===== config.mk =====
export PLATFORM = sky130hd
export DESIGN_NAME = curr_done_detect
export DESIGN_NICKNAME = d
export VERILOG_FILES = /design/src/rtl/cdd_pkg.sv /design/src/rtl/cdd_calib.sv /design/src/rtl/cdd_quiet.sv /design/src/rtl/cdd_tracker.sv /design/src/rtl/curr_done_detect.sv
export SDC_FILE = /design/constraint.sdc
export NUM_CORES = 1
export LEC_CHECK = 0
export BUFFER_PORTS_ARGS = -buffer_cell sky130_fd_sc_hd__buf_4
export CAP_MARGIN = 20
export CORE_MARGIN = 3
export CORE_UTILIZATION = 37
export DETAILED_ROUTE_END_ITERATION = 8
export SLEW_MARGIN = 30
export SYNTH_ARGS = -nofsm -noshare
export SYNTH_HDL_FRONTEND = slang
export SYNTH_HIERARCHICAL = 1
export SYNTH_SLANG_ARGS = --single-unit

===== constraint.sdc =====
create_clock -name clk -period 9.2 [get_ports clk]
set_input_delay 0.46 -clock clk [delete_from_list [all_inputs] [get_ports clk]]
set_output_delay 0.46 -clock clk [all_outputs]
set_load 0.01 [all_outputs]

===== src/rtl/cdd_pkg.sv =====
package cdd_pkg;
  typedef enum logic {
    TRK_IDLE = 1'b0,
    TRK_BUSY = 1'b1
  } trk_state_e;
endpackage


===== src/rtl/cdd_calib.sv =====
module cdd_calib #(
  parameter int SAMPLE_W = 12,
  parameter int CAL_LOG2 = 4
) (
  input  logic                clk,
  input  logic                rst_n,
  input  logic                cal_go,
  input  logic                smp_vld,
  input  logic [SAMPLE_W-1:0] smp_data,
  output logic                cal_active,
  output logic [SAMPLE_W:0]   thresh
);
  localparam int CAL_N = 1 << CAL_LOG2;
  localparam int ACC_W = SAMPLE_W + CAL_LOG2;

  logic                active_q, active_d;
  logic [CAL_LOG2-1:0] cnt_q, cnt_d;
  logic [ACC_W-1:0]    acc_q, acc_d;
  logic [SAMPLE_W:0]   thr_q, thr_d;
  logic                take, last;
  logic [ACC_W-1:0]    sum_full;
  logic [SAMPLE_W:0]   base_ext, thr_calc;

  always_comb begin
    take     = active_q && smp_vld;
    last     = take && (cnt_q == CAL_LOG2'(CAL_N - 1));
    sum_full = acc_q + ACC_W'(smp_data);
    base_ext = {1'b0, sum_full[ACC_W-1:CAL_LOG2]};
    thr_calc = base_ext + (base_ext / (SAMPLE_W+1)'(10));

    active_d = active_q;
    cnt_d    = cnt_q;
    acc_d    = acc_q;
    thr_d    = thr_q;
    if (!active_q && cal_go) begin
      active_d = 1'b1;
      cnt_d    = '0;
      acc_d    = '0;
    end else if (take) begin
      cnt_d = cnt_q + 1'b1;
      acc_d = sum_full;
      if (last) begin
        active_d = 1'b0;
        thr_d    = thr_calc;
      end
    end
  end

  always_ff @(posedge clk or negedge rst_n) begin
    if (!rst_n) begin
      active_q <= 1'b0;
      cnt_q    <= '0;
      acc_q    <= '0;
      thr_q    <= '0;
    end else begin
      active_q <= active_d;
      cnt_q    <= cnt_d;
      acc_q    <= acc_d;
      thr_q    <= thr_d;
    end
  end

  assign cal_active = active_q;
  assign thresh     = thr_q;

  AST_THRESH_HELD: assert property (@(posedge clk) disable iff (!rst_n)
    !active_q |=> $stable(thr_q));
endmodule


===== src/rtl/cdd_quiet.sv =====
module cdd_quiet #(
  parameter int QUIET_N = 4
) (
  input  logic clk,
  input  logic rst_n,
  input  logic clr,
  input  logic step,
  input  logic qualify,
  output logic hit
);
  localparam int QW = $clog2(QUIET_N + 1);

  logic [QW-1:0] cnt_q, cnt_d;

  always_comb begin
    hit   = step && qualify && (cnt_q == QW'(QUIET_N - 1));
    cnt_d = cnt_q;
    if (clr) begin
      cnt_d = '0;
    end else if (step) begin
      cnt_d = (qualify && !hit) ? cnt_q + 1'b1 : '0;
    end
  end

  always_ff @(posedge clk or negedge rst_n) begin
    if (!rst_n) cnt_q <= '0;
    else        cnt_q <= cnt_d;
  end

  AST_QUIET_RANGE: assert property (@(posedge clk) disable iff (!rst_n)
    cnt_q < QW'(QUIET_N));
endmodule


===== src/rtl/cdd_tracker.sv =====
module cdd_tracker
  import cdd_pkg::*;
#(
  parameter int LAT_W   = 16,
  parameter int TMO_W   = 20,
  parameter int QUIET_N = 4
) (
  input  logic             clk,
  input  logic             rst_n,
  input  logic             op_start,
  input  logic             cal_busy,
  input  logic             cal_req,
  input  logic             smp_vld,
  input  logic [LAT_W-1:0] min_lat,
  input  logic [TMO_W-1:0] max_cnt,
  input  logic             quiet_hit,
  output logic             trk_idle,
  output logic             step,
  output logic             eligible,
  output logic             q_clr,
  output logic             done_pulse,
  output logic             timeout
);
  localparam int CW = ((LAT_W > TMO_W) ? LAT_W : TMO_W) + 2;

  trk_state_e       state_q, state_d;
  logic [TMO_W-1:0] elapsed_q, elapsed_d;
  logic             done_q, done_d;
  logic             tmo_q, tmo_d;
  logic             accept, expire, finish;

  always_comb begin
    accept   = (state_q == TRK_IDLE) && op_start && !cal_busy && !cal_req;
    step     = (state_q == TRK_BUSY) && smp_vld;
    eligible = CW'(elapsed_q) >= CW'(min_lat);
    expire   = step && !quiet_hit && ((CW'(elapsed_q) + CW'(1)) >= CW'(max_cnt));
    finish   = step && (quiet_hit || expire);

    state_d   = state_q;
    elapsed_d = elapsed_q;
    tmo_d     = tmo_q;
    done_d    = finish;
    if (accept) begin
      state_d   = TRK_BUSY;
      elapsed_d = '0;
      tmo_d     = 1'b0;
    end else if (step) begin
      elapsed_d = elapsed_q + 1'b1;
      if (finish) state_d = TRK_IDLE;
      if (expire) tmo_d   = 1'b1;
    end
  end

  always_ff @(posedge clk or negedge rst_n) begin
    if (!rst_n) begin
      state_q   <= TRK_IDLE;
      elapsed_q <= '0;
      done_q    <= 1'b0;
      tmo_q     <= 1'b0;
    end else begin
      state_q   <= state_d;
      elapsed_q <= elapsed_d;
      done_q    <= done_d;
      tmo_q     <= tmo_d;
    end
  end

  assign trk_idle   = (state_q == TRK_IDLE);
  assign q_clr      = accept;
  assign done_pulse = done_q;
  assign timeout    = tmo_q;

  AST_DONE_SINGLE: assert property (@(posedge clk) disable iff (!rst_n)
    done_q |=> !done_q);
  AST_TMO_WITH_DONE: assert property (@(posedge clk) disable iff (!rst_n)
    $rose(tmo_q) |-> done_q);
  AST_CAL_BLOCKS_START: assert property (@(posedge clk) disable iff (!rst_n)
    (state_q == TRK_IDLE && cal_busy) |=> state_q == TRK_IDLE);
  AST_MIN_LATENCY: assert property (@(posedge clk) disable iff (!rst_n)
    quiet_hit |-> CW'(elapsed_q) >= CW'(min_lat) + CW'(QUIET_N - 1));
endmodule


===== src/rtl/curr_done_detect.sv =====
module curr_done_detect #(
  parameter int SAMPLE_W = 12,
  parameter int CAL_LOG2 = 4,
  parameter int QUIET_N  = 4,
  parameter int LAT_W    = 16,
  parameter int TMO_W    = 20
) (
  input  logic                clk,
  input  logic                rst_n,
  input  logic                smp_vld,
  input  logic [SAMPLE_W-1:0] smp_data,
  input  logic                cal_req,
  input  logic                op_start,
  input  logic [LAT_W-1:0]    min_lat,
  input  logic [TMO_W-1:0]    max_cnt,
  output logic                done_pulse,
  output logic [SAMPLE_W:0]   thresh,
  output logic                timeout
);
  logic cal_active, trk_idle, step, eligible, q_clr, quiet_hit;
  logic below, cal_go;

  assign cal_go = cal_req && trk_idle;
  assign below  = {1'b0, smp_data} < thresh;

  cdd_calib #(.SAMPLE_W(SAMPLE_W), .CAL_LOG2(CAL_LOG2)) u_calib (
    .clk        (clk),
    .rst_n      (rst_n),
    .cal_go     (cal_go),
    .smp_vld    (smp_vld),
    .smp_data   (smp_data),
    .cal_active (cal_active),
    .thresh     (thresh)
  );

  cdd_quiet #(.QUIET_N(QUIET_N)) u_quiet (
    .clk     (clk),
    .rst_n   (rst_n),
    .clr     (q_clr),
    .step    (step),
    .qualify (below && eligible),
    .hit     (quiet_hit)
  );

  cdd_tracker #(.LAT_W(LAT_W), .TMO_W(TMO_W), .QUIET_N(QUIET_N)) u_tracker (
    .clk        (clk),
    .rst_n      (rst_n),
    .op_start   (op_start),
    .cal_busy   (cal_active),
    .cal_req    (cal_req),
    .smp_vld    (smp_vld),
    .min_lat    (min_lat),
    .max_cnt    (max_cnt),
    .quiet_hit  (quiet_hit),
    .trk_idle   (trk_idle),
    .step       (step),
    .eligible   (eligible),
    .q_clr      (q_clr),
    .done_pulse (done_pulse),
    .timeout    (timeout)
  );
endmodule


==> results_dict.tcl, run 1 <==
set metrics [dict create \
    outcome "completed" \
    finalSetupViolCount 0 \
    dieArea_sq_um 18600 \
    final.fill_count 1675 \
    die_w_um 136 \
    fmax_ghz 0.132 \
    async_flop_share_pct 100 \
    numCtsBuffers 9 \
    seq_area_frac_synth_pct 23.9 \
    layout-drive-gt1-share_pct 15.1 \
    ant_nets 0 \
    synthesis.area_sq_um 6290 \
    cp_top_family "compound AO/OA/AOI/OAI gates" \
    grt_setup_unrepaired "no" \
    grt_pass1_wl_um 27400 \
    drt_wl_total_um 16500 \
    hold_violations 0 \
    clk_path_buf_depth 2 \
    cts-hold-fix-buffers 0 \
    cp_max_fo 11 \
    syn2layout_area_growth_pct 16.3 \
    min_path_type "input pin to asynchronous set/reset pin" \
    yosys_register_bits 60 \
    grt_max_degree 61 \
    critPathMaxStageDelay_ns 0.47 \
    postCtsResizedCells 0 \
    numPortBuffers 67 \
    crit_arrival_ns 7.82 \
    slew-limit-headroom_pct 39.3 \
    nets 961 \
    route.detailed.drc 0 \
    ios 68 \
    path_clk_slew_ns 0.06 \
    crit_slowest_cell "or4_1" \
    drtPass1Iterations 6 \
    r2r_cells 33 \
    maxCapViolCount 0 \
    ys_warn_count 6 \
    critical_path_class "flip-flop to flip-flop" \
    drv_slew 0 \
    antenna_found_initial 0 \
    wl_per_cell_um 15.6 \
    path_common_cell "o21ai_0" \
    insertion_delay_ns 0.33 \
    drt_first_iter_violations 448 \
    syn_nets 904 \
    cp.depth 33 \
    post-dp-hpwl_um 12800 \
    antennaDiodeCount 0 \
    ys.flop_type "dfrtp_1" \
    fin_crit_sh_pct 82.5 \
    fin_tns_setup_ns 0 \
    grt-ovfl-total 0 \
    final_cell_mix "nand2_1 (79), buf_4 (74), ha_1 (70)" \
    rows 47 \
    htreeDepth 3 \
    avgSynthCellArea_sq_um 8.08 \
    vias 5925 \
    tightest_slew_ns 0.903 \
    clock-root-buffer "clkbuf_16" \
    end_kind "flip-flop" \
    track_usage_pct 18.2 \
    core_sq_um 16600 \
    finalClockSkew_ns 0.0100 \
    critPathBufInv 3 \
    cts_sinks 60 \
    start_util_pct 37.8 \
    start_kind "flip-flop" \
    synth-edff-count 0 \
    grt_pass1_vias 5438 \
    vias_per_cell 5.58 \
    fin_crit_ns 7.59 \
    postCtsSetupRepairBufs 0 \
    required_ns 9.43 \
    synthCells 779 \
    layout_commonest_cell "nand2_1" \
    gp_congestion 0.890 \
    ys_types 92 \
    cts_tree "yes" \
    die_y_um 136 \
]
[flip-flops by register name (all words and copies together) (netlist names)]
register              count
u_tracker/elapsed_q      20
u_calib/acc_q            16
u_calib/thresh           13
u_calib/cnt_q             4
u_quiet/cnt_q             3
u_calib/cal_active        1
u_tracker/done_pulse      1
u_tracker/state_q         1
u_tracker/timeout         1
[per-layer routing]
metal | vias up | global-route usage [%] | share of wire, %
met5 | - | 0 | 0
met4 | 0 | 4.26 | 0.96
li1 | 2983 | - | -
met1 | 2773 | 25.5 | 47
met3 | 14 | 2.59 | 4.6
met2 | 155 | 29.6 | 47
[logic make-up after synthesis]
kind of cell / Yosys count / share of synthesized area (%)
AO/OA/AOI/OAI: 257 / 28.0
XOR/XNOR: 42 / 6.06
adder cells (fa/ha/maj): 75 / 15.0
buffers and inverters: 95 / 6.18
flip-flops: 60 / 23.9
multiplexers: 2 / 0.338
AND/OR/NAND/NOR: 248 / 20.6
[path summary, 6_finish.rpt]
check / startpoint / end / slack (ns)
max: u_calib/acc_q[0] / u_calib/thresh[10] / 1.61
min: rst_n / u_tracker/elapsed_q[9] / 0.20
max reg2reg: u_calib/acc_q[0] / u_calib/thresh[10] / 1.61
min reg2reg: u_calib/acc_q[5] / u_calib/acc_q[5] / 0.48
max in group asynchronous: rst_n / u_calib/thresh[3] / 8.46
min in group clk: u_calib/acc_q[5] / u_calib/acc_q[5] / 0.48
[Yosys cell counts (all sizes together) (4+ instances only)]
library cell  instances  area (sq um)
o2111ai               4          35.0
a31oi                14           103
o21a                  7          52.6
and3                 13          85.1
a21o                 18           136
xor2                 16           140
a211o                 6          52.6
and4                  5          47.6
nor2                 45           171
buf                   8          61.3
a211oi               15           123
nor4                  6          58.8
xnor2                25           219
a21boi                4          30.0
o211ai               11          87.6
dfrtp                60          1500
nand3                34           198
o31ai                13           103
nand4                10          68.8
nor3                 13          65.1
nand2b               13          81.3
o21ai                68           344
clkbuf               21          80.1
a22o                  5          43.8
a21oi                50           258
a2111oi               4          41.3
and2                  7          45.1
nor2b                 4          25.0
or3                   6          37.5
inv                  66           248
ha                   70           876
nand2                80           303
o21bai                5          37.5
[metrics by stage]
| step | utilization, % | setup WS [ns] | instances | area, sq um | hold slack (ns) |
|---|---|---|---|---|---|
| 6_report | 44.0 | 1.61 | 1061 | 7320 | 0.201 |
| 5_1_grt | 44.0 | 0.982 | 1061 | 7320 | 0.274 |
| 4_1_cts | 44.0 | 1.69 | 1061 | 7320 | 0.248 |
| 3_5_place_dp | 42.1 | 1.53 | 1045 | 7000 | 0.478 |
| 3_3_place_gp | 42.0 | 1.63 | 1044 | 6990 | 0.466 |
| 2_1_floorplan | - | 2.41 | 779 | 6290 | 0.164 |
[layout make-up]
type / instances / area, sq um / area share, %
multi-input combinational: 624 / 4410 / 60.2
sequential: 60 / 1500 / 20.5
timing repair buffer: 75 / 567 / 7.74
tap: 220 / 275 / 3.76
inverter: 66 / 248 / 3.39
clock buffer: 11 / 243 / 3.32
clock inverter: 5 / 75.1 / 1.03
Power of run 1 is not shown: default switching activity piles up to over one toggle a cycle in this logic, so the estimate is an artifact.
==> run 2: changes to the inputs <==
clock period = 7.45 ns   (was 9.2 ns; I/O delays follow)
==> run 2 against run 1 <==
Against the previous run:
- critical path depth fell by 2
- die area did not move
- maximum frequency rose by 8.1%
- register-to-register slack got worse by 1.2 ns
- non-clock buffer count rose by 20
- final area rose by 3.3%
- worst setup slack got worse by 1.2 ns
- clock skew barely moved
- cell count rose by 1.7%
- first-iteration DRC count rose by 13%
==> results_dict.tcl, run 2 (synthesis gave the netlist of run 1 again) <==
set metrics [dict create \
    final.fill_count 1643 \
    r2r_start "u_calib/acc_q[0]" \
    drtPass1Iterations 5 \
    outcome "completed" \
    min_path_type "input pin to asynchronous set/reset pin" \
    drt_wl_total_um 16600 \
    layout_commonest_cell "buf_4" \
    clock-root-buffer "clkbuf_16" \
    grt_pass1_wl_um 27200 \
    core_sq_um 16600 \
    finalSetupViolCount 0 \
    largest_register_ffs 20 \
    path_clk_slew_ns 0.05 \
    vias 5987 \
    maxCapViolCount 0 \
    grt.met3_usage_pct 2.11 \
    r2r-end "u_calib/thresh[11]" \
    cp_max_fo 7 \
    htreeDepth 3 \
    die_y_um 136 \
    syn2layout_area_growth_pct 20.1 \
    antenna_found_initial 0 \
    fin_crit_sh_pct 94.2 \
    r2r_cells 31 \
    start_kind "flip-flop" \
    clk_path_buf_depth 2 \
    cts_tree "yes" \
    regArea_sq_um 1500 \
    cts_sinks 60 \
    largest-register "u_tracker/elapsed_q" \
    grt_util_met2_pct 29.4 \
    grt.busiest_layer "met2" \
    r2r_slack_ns 0.43 \
    multi_input_area_sq_um 4530 \
    ant_nets 0 \
    die_w_um 136 \
    finalClockSkew_ns 0.0103 \
    grt-ovfl-total 0 \
    start_util_pct 37.8 \
    critical_path_class "flip-flop to flip-flop" \
    numCtsBuffers 9 \
    wl_per_cell_um 15.4 \
    fmax_ghz 0.142 \
    crit_slowest_cell "or4_1" \
    rows 47 \
    end_kind "flip-flop" \
    fin_crit_ns 7.02 \
    crit_arrival_ns 7.23 \
    vias_per_cell 5.55 \
    numPortBuffers 67 \
    post-dp-hpwl_um 12900 \
    ios 68 \
    drv_slew 0 \
    required_ns 7.66 \
    critPathMaxStageDelay_ns 0.56 \
    track_usage_pct 18.1 \
    antennaDiodeCount 0 \
    nets 981 \
    grt_pass1_vias 5491 \
    slew-limit-headroom_pct 47.6 \
    layout-drive-gt1-share_pct 19.0 \
    grt_max_degree 61 \
    fin_area_sq_um 7560 \
    route.detailed.drc 0 \
    insertion_delay_ns 0.33 \
    use_met1_pct 25.2 \
    gp_congestion 0.870 \
    final_cell_mix "buf_4 (94), nand2_1 (77), ha_1 (69)" \
    drt_first_iter_violations 506 \
    placed_area_sq_um 7110 \
    tightest_slew_ns 0.780 \
    dieArea_sq_um 18600 \
    cts-hold-fix-buffers 0 \
    holdWs_ns 0.108 \
    hold_violations 0 \
    setup.worst_path.start "u_calib/acc_q[0]" \
]
[run 2: final cells by class]
cell class,instances,area share (%)
multi-input cells,624,59.9
clock buffers,12,3.39
repair buffers,95,9.48
well taps,220,3.64
flip-flops and latches,60,19.9
inverters,66,3.28
clock inverters,2,0.463
[run 2: worst max-delay path by stage]
stage                               to  cells past startpoint
floorplan           u_calib/thresh[11]                     32
global placement    u_calib/thresh[11]                     32
detailed placement  u_calib/thresh[11]                     32
CTS                 u_calib/thresh[11]                     31
global route        u_calib/thresh[11]                     31
finish              u_calib/thresh[11]                     31
[run 2: metrics by stage]
step                util, %  TNS [ns]  worst slack [ns]  cells
floorplan                 -         0             0.752    779
global placement       42.7         0             0.212   1059
detailed placement     42.7         0            0.0860   1060
CTS                    44.5         0             0.182   1074
global route           45.4   -0.0149           -0.0149   1079
finish                 45.4         0             0.431   1079
[run 2: timing repair]
item | in CTS | in global routing
endpoints found under the hold margin | 0 | 0
gates resized for setup | 0 | 30
setup buffers | 0 | 5
endpoints found under the setup margin | 0 | 5
[run 2: critical path: cells and delay by family (launching register included)]
family                     cells  cell delay (ns)
AOI/OAI and AO/OA             19             3.42
and+or+nand+nor                6             1.95
adders and majority gates      4             1.00
DFF                            1             0.34
xor gates and xnor gates       1             0.13
buffers and inverters          1             0.06
[run 2: routing by layer]
| layer | vias up | part of all wire (%) |
|---|---|---|
| li1 | 3026 | - |
| met1 | 2817 | 48 |
| met2 | 127 | 46 |
| met3 | 17 | 4.0 |
| met4 | 0 | 1.5 |
| met5 | - | 0 |
Power of run 2 is left out for the same reason.
